### config.mk
export PLATFORM = sky130hd
export DESIGN_NAME = minmax_unit
export DESIGN_NICKNAME = d
export VERILOG_FILES = /design/src/rtl/minmax_pkg.sv /design/src/rtl/minmax_prep.sv /design/src/rtl/minmax_cmp.sv /design/src/rtl/minmax_unit.sv
export SDC_FILE = /design/constraint.sdc
export NUM_CORES = 1
export LEC_CHECK = 0
export BUFFER_PORTS_ARGS = -buffer_cell sky130_fd_sc_hd__clkbuf_2
export CAP_MARGIN = 20
export CORE_ASPECT_RATIO = 0.8
export CORE_UTILIZATION = 40
export DETAILED_ROUTE_END_ITERATION = 10
export HOLD_SLACK_MARGIN = 0.05
export PLACE_DENSITY = 0.61
export SKIP_CTS_REPAIR_TIMING = 1
export SYNTH_ARGS = -nofsm -noshare
export SYNTH_HDL_FRONTEND = slang
export SYNTH_HIERARCHICAL = 1
export SYNTH_SLANG_ARGS = --single-unit
### constraint.sdc
create_clock -name clk -period 4.95 [get_ports clk]
set_clock_uncertainty 0.05 [all_clocks]
set_input_delay 1.2375 -clock clk [delete_from_list [all_inputs] [get_ports clk]]
set_output_delay 1.2375 -clock clk [all_outputs]
set_load 0.05 [all_outputs]
### src/rtl/minmax_pkg.sv
package minmax_pkg;

    // Mode field: bit 2 maximum, bit 1 signed, bit 0 half-width.
    typedef struct packed {
        logic take_max;
        logic is_signed;
        logic half_width;
    } mm_mode_t;

    // One-hot relation codes placed above the overflow bit.
    localparam logic [2:0] REL_LT = 3'b100;
    localparam logic [2:0] REL_GT = 3'b010;
    localparam logic [2:0] REL_EQ = 3'b001;

endpackage

### src/rtl/minmax_prep.sv
module minmax_prep #(
    parameter int XLEN = 64
) (
    input  logic [XLEN-1:0] val,
    input  logic            half_width,
    input  logic            is_signed,
    output logic [XLEN-1:0] prepared
);
    localparam int HALF = XLEN / 2;

    logic [XLEN-1:0] shaped;

    always_comb begin
        shaped = val;
        // Lower half moved to the top so that only it decides the compare.
        if (half_width) begin
            shaped = {val[XLEN-HALF-1:0], {HALF{1'b0}}};
        end
        // Flipping the sign bit turns an unsigned compare into a signed one.
        if (is_signed) begin
            shaped[XLEN-1] = ~shaped[XLEN-1];
        end
        prepared = shaped;
    end
endmodule

### src/rtl/minmax_cmp.sv
module minmax_cmp #(
    parameter int XLEN = 64
) (
    input  logic [XLEN-1:0] x,
    input  logic [XLEN-1:0] y,
    output logic            lt,
    output logic            eq
);
    // Borrow out of x - y signals x < y for unsigned operands.
    logic [XLEN:0] diff;

    always_comb begin
        diff = {1'b0, x} - {1'b0, y};
        lt   = diff[XLEN];
        eq   = (x == y);
    end
endmodule

### src/rtl/minmax_unit.sv
module minmax_unit #(
    parameter int XLEN = 64
) (
    input  logic            clk,
    input  logic            rst_n,
    input  logic            in_valid,
    input  logic [XLEN-1:0] op_a,
    input  logic            a_is_zero_reg,
    input  logic [XLEN-1:0] op_b,
    input  logic [2:0]      mode,
    input  logic            rec_en,
    input  logic            so_in,
    output logic            out_valid,
    output logic [XLEN-1:0] result,
    output logic [3:0]      cr_out,
    output logic            cr_we
);
    import minmax_pkg::*;

    typedef struct packed {
        logic            vld;
        logic [XLEN-1:0] res;
        logic            we;
        logic [3:0]      cr;
    } mm_state_t;

    mm_state_t st_d, st_q;
    mm_mode_t  md;

    logic [XLEN-1:0] src_a;
    logic [XLEN-1:0] prep_a, prep_b;
    logic [XLEN-1:0] cmp_x, cmp_y;
    logic            c_lt, c_eq;
    logic            take_a, rel_lt, rel_gt;
    logic [2:0]      rel_code;

    always_comb begin
        md    = mm_mode_t'(mode);
        src_a = a_is_zero_reg ? '0 : op_a;
    end

    minmax_prep #(.XLEN(XLEN)) u_prep_a (
        .val        (src_a),
        .half_width (md.half_width),
        .is_signed  (md.is_signed),
        .prepared   (prep_a)
    );

    minmax_prep #(.XLEN(XLEN)) u_prep_b (
        .val        (op_b),
        .half_width (md.half_width),
        .is_signed  (md.is_signed),
        .prepared   (prep_b)
    );

    // Maximum mode swaps the inputs so less-than acts as greater-than.
    always_comb begin
        cmp_x = md.take_max ? prep_b : prep_a;
        cmp_y = md.take_max ? prep_a : prep_b;
    end

    minmax_cmp #(.XLEN(XLEN)) u_cmp (
        .x  (cmp_x),
        .y  (cmp_y),
        .lt (c_lt),
        .eq (c_eq)
    );

    always_comb begin
        // Ties return the first operand.
        take_a = c_lt | c_eq;
        // Undo the swap so the relation always describes A against B.
        rel_lt = md.take_max ? (~c_lt & ~c_eq) : c_lt;
        rel_gt = md.take_max ? c_lt : (~c_lt & ~c_eq);
        if (c_eq)        rel_code = REL_EQ;
        else if (rel_lt) rel_code = REL_LT;
        else if (rel_gt) rel_code = REL_GT;
        else             rel_code = REL_EQ;

        st_d     = st_q;
        st_d.vld = in_valid;
        st_d.we  = in_valid & rec_en;
        if (in_valid) begin
            st_d.res = take_a ? src_a : op_b;
            if (rec_en) begin
                st_d.cr = {rel_code, so_in};
            end
        end
    end

    always_ff @(posedge clk) begin
        if (!rst_n) begin
            st_q <= '0;
        end else begin
            st_q <= st_d;
        end
    end

    assign out_valid = st_q.vld;
    assign result    = st_q.res;
    assign cr_out    = st_q.cr;
    assign cr_we     = st_q.we;
endmodule

# Word-level counts from Yosys, hierarchy flattened
# Index checks and enable logic that the tools add are counted.
# totals
reg_bits	70
out_inout_bits	70
input_bits	137
wordCells	27
# classes
n_eq_ne	1
bitwise_logic	7
muxes	13
reduce_logical	1
addsub	1
# op_table
op	n
2-to-1 mux 64 bit	6
subtractor 64 x 64 -> 65 bit	1
equality test 64 bit	1
2-to-1 mux 3 bit	2
2-to-1 mux 1 bit	4
NOT 1 bit	4
AND 1 bit	2
2-to-1 mux 2 bit	1
AND reduction 2 bit	1
OR 1 bit	1

# Longest topological paths before layout
# logic_depth
depth_word	12
depth_mapped	18
mapped_depth_nobuf	14

# Cells and area by module
# The synthesis kept the hierarchy.
# modules_own_cells
module	area_each_um2	instances	cells_per_inst
minmax_unit	4829.6	1	591
minmax_cmp	1689.1	1	233
minmax_prep	754.5	2	72

# Worst setup path before layout
# OpenSTA, ideal clock, no wires.
# synth_timing
path_type	input to register
startpoint	input a_is_zero_reg
endpoint	register st_q (netlist bit result[10])
setup_slack_ns	0.523
required_ns	4.826
arrival_ns	4.303
cell_stages	17
setup_time_ns	0.074
n_path_buf	4
path_cell_list	buf_2 buf_1 nor2b_1 mux2_4 mux2_1 inv_1 ha_1 and2_4 and4_1 and3_1 a2bb2oi_2 nor4_2 or2_1 buf_2 buf_4 nand2_1 a31oi_1
# synth_lines
item	line	text
start: declaration	minmax_unit.sv:8	input logic a_is_zero_reg,
2-to-1 mux 64 bit	minmax_unit.sv:39	src_a = a_is_zero_reg ? '0 : op_a;
via src_a[27]	minmax_unit.sv:30	logic [XLEN-1:0] src_a;
2-to-1 mux 64 bit	minmax_prep.sv:16	if (half_width) begin
via prep_a[59]	minmax_unit.sv:31	logic [XLEN-1:0] prep_a, prep_b;
2-to-1 mux 64 bit	minmax_unit.sv:59	cmp_y = md.take_max ? prep_a : prep_b;
via cmp_y[59]	minmax_unit.sv:32	logic [XLEN-1:0] cmp_x, cmp_y;
subtractor 64 x 64 -> 65 bit	minmax_cmp.sv:13	diff = {1'b0, x} - {1'b0, y};
via c_lt	minmax_unit.sv:33	logic c_lt, c_eq;
OR 1 bit	minmax_unit.sv:71	take_a = c_lt | c_eq;
2-to-1 mux 64 bit	minmax_unit.sv:84	st_d.res = take_a ? src_a : op_b;
end signal: assignment	minmax_unit.sv:95	st_q <= st_d;
end: declaration	minmax_unit.sv:27	mm_state_t st_d, st_q;
# The timed path passes the listed nets, and every way through them passes these cells.
# A chain may end at the register's enable or synchronous reset.

# Worst setup path in the final report
# layout_timing
startpoint	input mode[0]
endpoint	register st_q (netlist bit result[49])
# layout_lines
item	line	text
start: declaration	minmax_unit.sv:10	input logic [2:0] mode,
2-to-1 mux 64 bit	minmax_prep.sv:16	
via prep_b[43]	minmax_unit.sv:31	
2-to-1 mux 64 bit	minmax_unit.sv:58	cmp_x = md.take_max ? prep_b : prep_a;
via cmp_x[43]	minmax_unit.sv:32	
subtractor 64 x 64 -> 65 bit	minmax_cmp.sv:13	
via c_lt	minmax_unit.sv:33	
OR 1 bit	minmax_unit.sv:71	
2-to-1 mux 64 bit	minmax_unit.sv:84	
# The timed path passes the listed nets, and every way through them passes these cells.

==> impl_metrics.json <==
{
  "cap_viol_max_count": 0,
  "synthArstFlopShare": 0,
  "clk_latency_ps": 340,
  "hold_violations": 0,
  "cts_sinks": 70,
  "setup_slack_ps": 352.0,
  "drc": 0,
  "vias": 7336,
  "htreeDepth": 3,
  "crit_fanout": 31,
  "yosys-top-cells-area": "mux2_1, dfxtp_1, mux2_4, nor2b_1, ha_1",
  "setup_viol": 0,
  "antenna_cells": 0,
  "maxSlewHeadroom": 0.5019,
  "syn_to_final_growth_pct": 19.26,
  "antenna_found_initial": 0,
  "holdPathStages": 2,
  "arrival_ps": 4730,
  "hold_slack_ps": 418.0,
  "rsz0062_at_grt": "false",
  "ys_ff_latch": 70,
  "tightest_slew_ps": 747.2,
  "cts_tree": "built",
  "min_path_type": "register to register",
  "routedWlPerCell_um": 15.24,
  "syn-num-nets": 1169,
  "num_rows": 45,
  "chipWidth_um": 160.4,
  "clk_pin_slew_ps": 70,
  "leakage_nw": 4.496,
  "dpl_worst_slack_ps": -3.449,
  "crit_required_ps": 5090,
  "clock.fmax_mhz": 217.5,
  "yosysMostFrequentCell": "nand2_1",
  "cts_buffers": 9,
  "synth_top_area_share": 0.1796,
  "place_hpwl_um": 15560,
  "initial_utilization": 0.4157,
  "drt_iter0_drc": 460,
  "seq_area_frac_synth": 0.1746,
  "io_buffers": 206,
  "firstDrtPassIters": 5,
  "drv_slew": 0,
  "critPathKind": "input pin to register",
  "synthCells": 968,
  "wirelength_um": 21410,
  "core_area_um2": 19310,
  "postSynthAreaPerCell_um2": 8.293,
  "timing.critical_path.from_type": "input pin",
  "crit_path_end_kind": "register",
  "synthFlopType": "dfxtp_1",
  "ys_types": 54,
  "cts_max_path_buffers": 2,
  "grt_pass1_wl_um": 34280,
  "gp_congestion": 0.7910,
  "p_per_area_nw_per_um2": 262.0,
  "via_per_inst": 5.221,
  "r2r_cells": 2,
  "grt_max_degree": 79,
  "grt_use_total": 0.2057,
  "drive_gt1_frac": 0.2790,
  "ant_nets": 0,
  "ios": 207,
  "yosys_warnings": 6,
  "synth-edff-count": 0,
  "layout.nets": 1343,
  "power.total_mw": 2.508,
  "yosysTopAreaCell": "mux2_1",
  "status": "complete, no violations",
  "period_share": 0.9289,
  "vdd_drop_max_mv": 0.1721,
  "die_area_um2": 20640,
  "synthTopCellsByCount": "nand2_1, nor2b_1, mux2_1",
  "syn_area_um2": 8028,
  "grt_pass1_vias": 6743,
  "overflow": 0,
  "die_h_um": 128.7,
  "period_minus_slack_ps": 4598,
  "cts_root_buf": "clkbuf_16"
}
==> routing by layer <==
metal	global-route usage	up-vias	wire length (µm)
met5	0	-	0
met2	0.3061	231	8647
met4	0.03473	0	128
li1	-	3723	-
met1	0.3051	3372	11340
met3	0.04223	10	1295
==> path summary, 6_finish.rpt <==
check | startpoint | endpoint | slack (ps)
worst min-delay path | cr_out[1]$_SDFFE_PN0P_ | cr_out[1]$_SDFFE_PN0P_ | 420
worst max-delay path | mode[0] | result[49]$_SDFFE_PN0P_ | 350
worst min register to register | cr_out[1]$_SDFFE_PN0P_ | cr_out[1]$_SDFFE_PN0P_ | 420
worst max register to register | result[47]$_SDFFE_PN0P_ | result[47]$_SDFFE_PN0P_ | 4190
==> metrics by stage <==
| stage | util | area, µm² | setup TNS, ps | std cells |
|---|---|---|---|---|
| final | 0.4958 | 9574 | 0 | 1405 |
| after global routing | 0.4958 | 9574 | 0 | 1405 |
| after CTS | 0.4958 | 9574 | 0 | 1405 |
| after detailed placement | 0.4806 | 9281 | -3.449 | 1389 |
| after global placement | 0.4806 | 9281 | 0 | 1389 |
| after floorplan | - | 8028 | 0 | 968 |
==> placed cells by master, fill, tap and decap left out, drive strengths merged, types with 2 or more instances in the layout <==
cell type | synthesis | final
a21boi | 4 | 4
a21o | 2 | 2
a21oi | 24 | 24
a221oi | 3 | 3
a2bb2oi | 2 | 2
a31oi | 66 | 66
and2 | 2 | 2
and3 | 2 | 2
buf | 53 | 29
clkbuf | 16 | 214
clkinv | 0 | 3
dfxtp | 70 | 70
ha | 64 | 64
inv | 66 | 66
mux2 | 190 | 190
mux2i | 2 | 2
nand2 | 148 | 148
nand3 | 7 | 7
nand4 | 16 | 16
nor2 | 6 | 6
nor2b | 129 | 129
nor3 | 4 | 4
nor4 | 3 | 3
o21ai | 73 | 73
xnor2 | 2 | 2
==> final cells by class <==
cell class	instances	area [µm²]
Inverter	66	247.7
Fill cell	1874	9738
Timing Repair Buffer	232	1359
Sequential cell	70	1401
Clock buffer	11	232.7
Tap cell	258	322.8
Clock inverter	5	60.06
Multi-Input combinational cell	763	5951
==> state kept, by name, summed over array words and instances, names as in the netlist <==
name,cells
result,64
out_valid,1
cr_out,4
cr_we,1
==> worst max-delay path, cell delays in order <==
cell	delay, ps
buf_4	160
buf_12	210
buf_12	210
mux2_4	320
mux2_1	300
ha_1	320
nand4_1	200
nor4_2	380
nand4_1	200
a31oi_1	300
nor4_2	120
or2_2	360
buf_12	190
nand2_1	90
a31oi_1	80
==> kinds of logic (layout without fill, tap and decap cells) <==
family          after synthesis  in the layout  share of synthesized area
compound gates              181            181                     0.1336
xor+xnor                      3              3                   0.003274
fa+ha+maj                    64             64                    0.09975
buf+inv                     135            314                    0.08479
flops                        70             70                     0.1746
mux                         192            192                     0.2952
simple gates                323            323                     0.2089
==> power by group <==
part | switching (mW) | leakage, nW | internal (mW)
Clock | 0.276 | 0.140 | 0.392
Combinational | 0.743 | 3.78 | 0.448
Sequential | 0.0285 | 0.579 | 0.621
No activity file was read; power rests on OpenSTA's default activity.
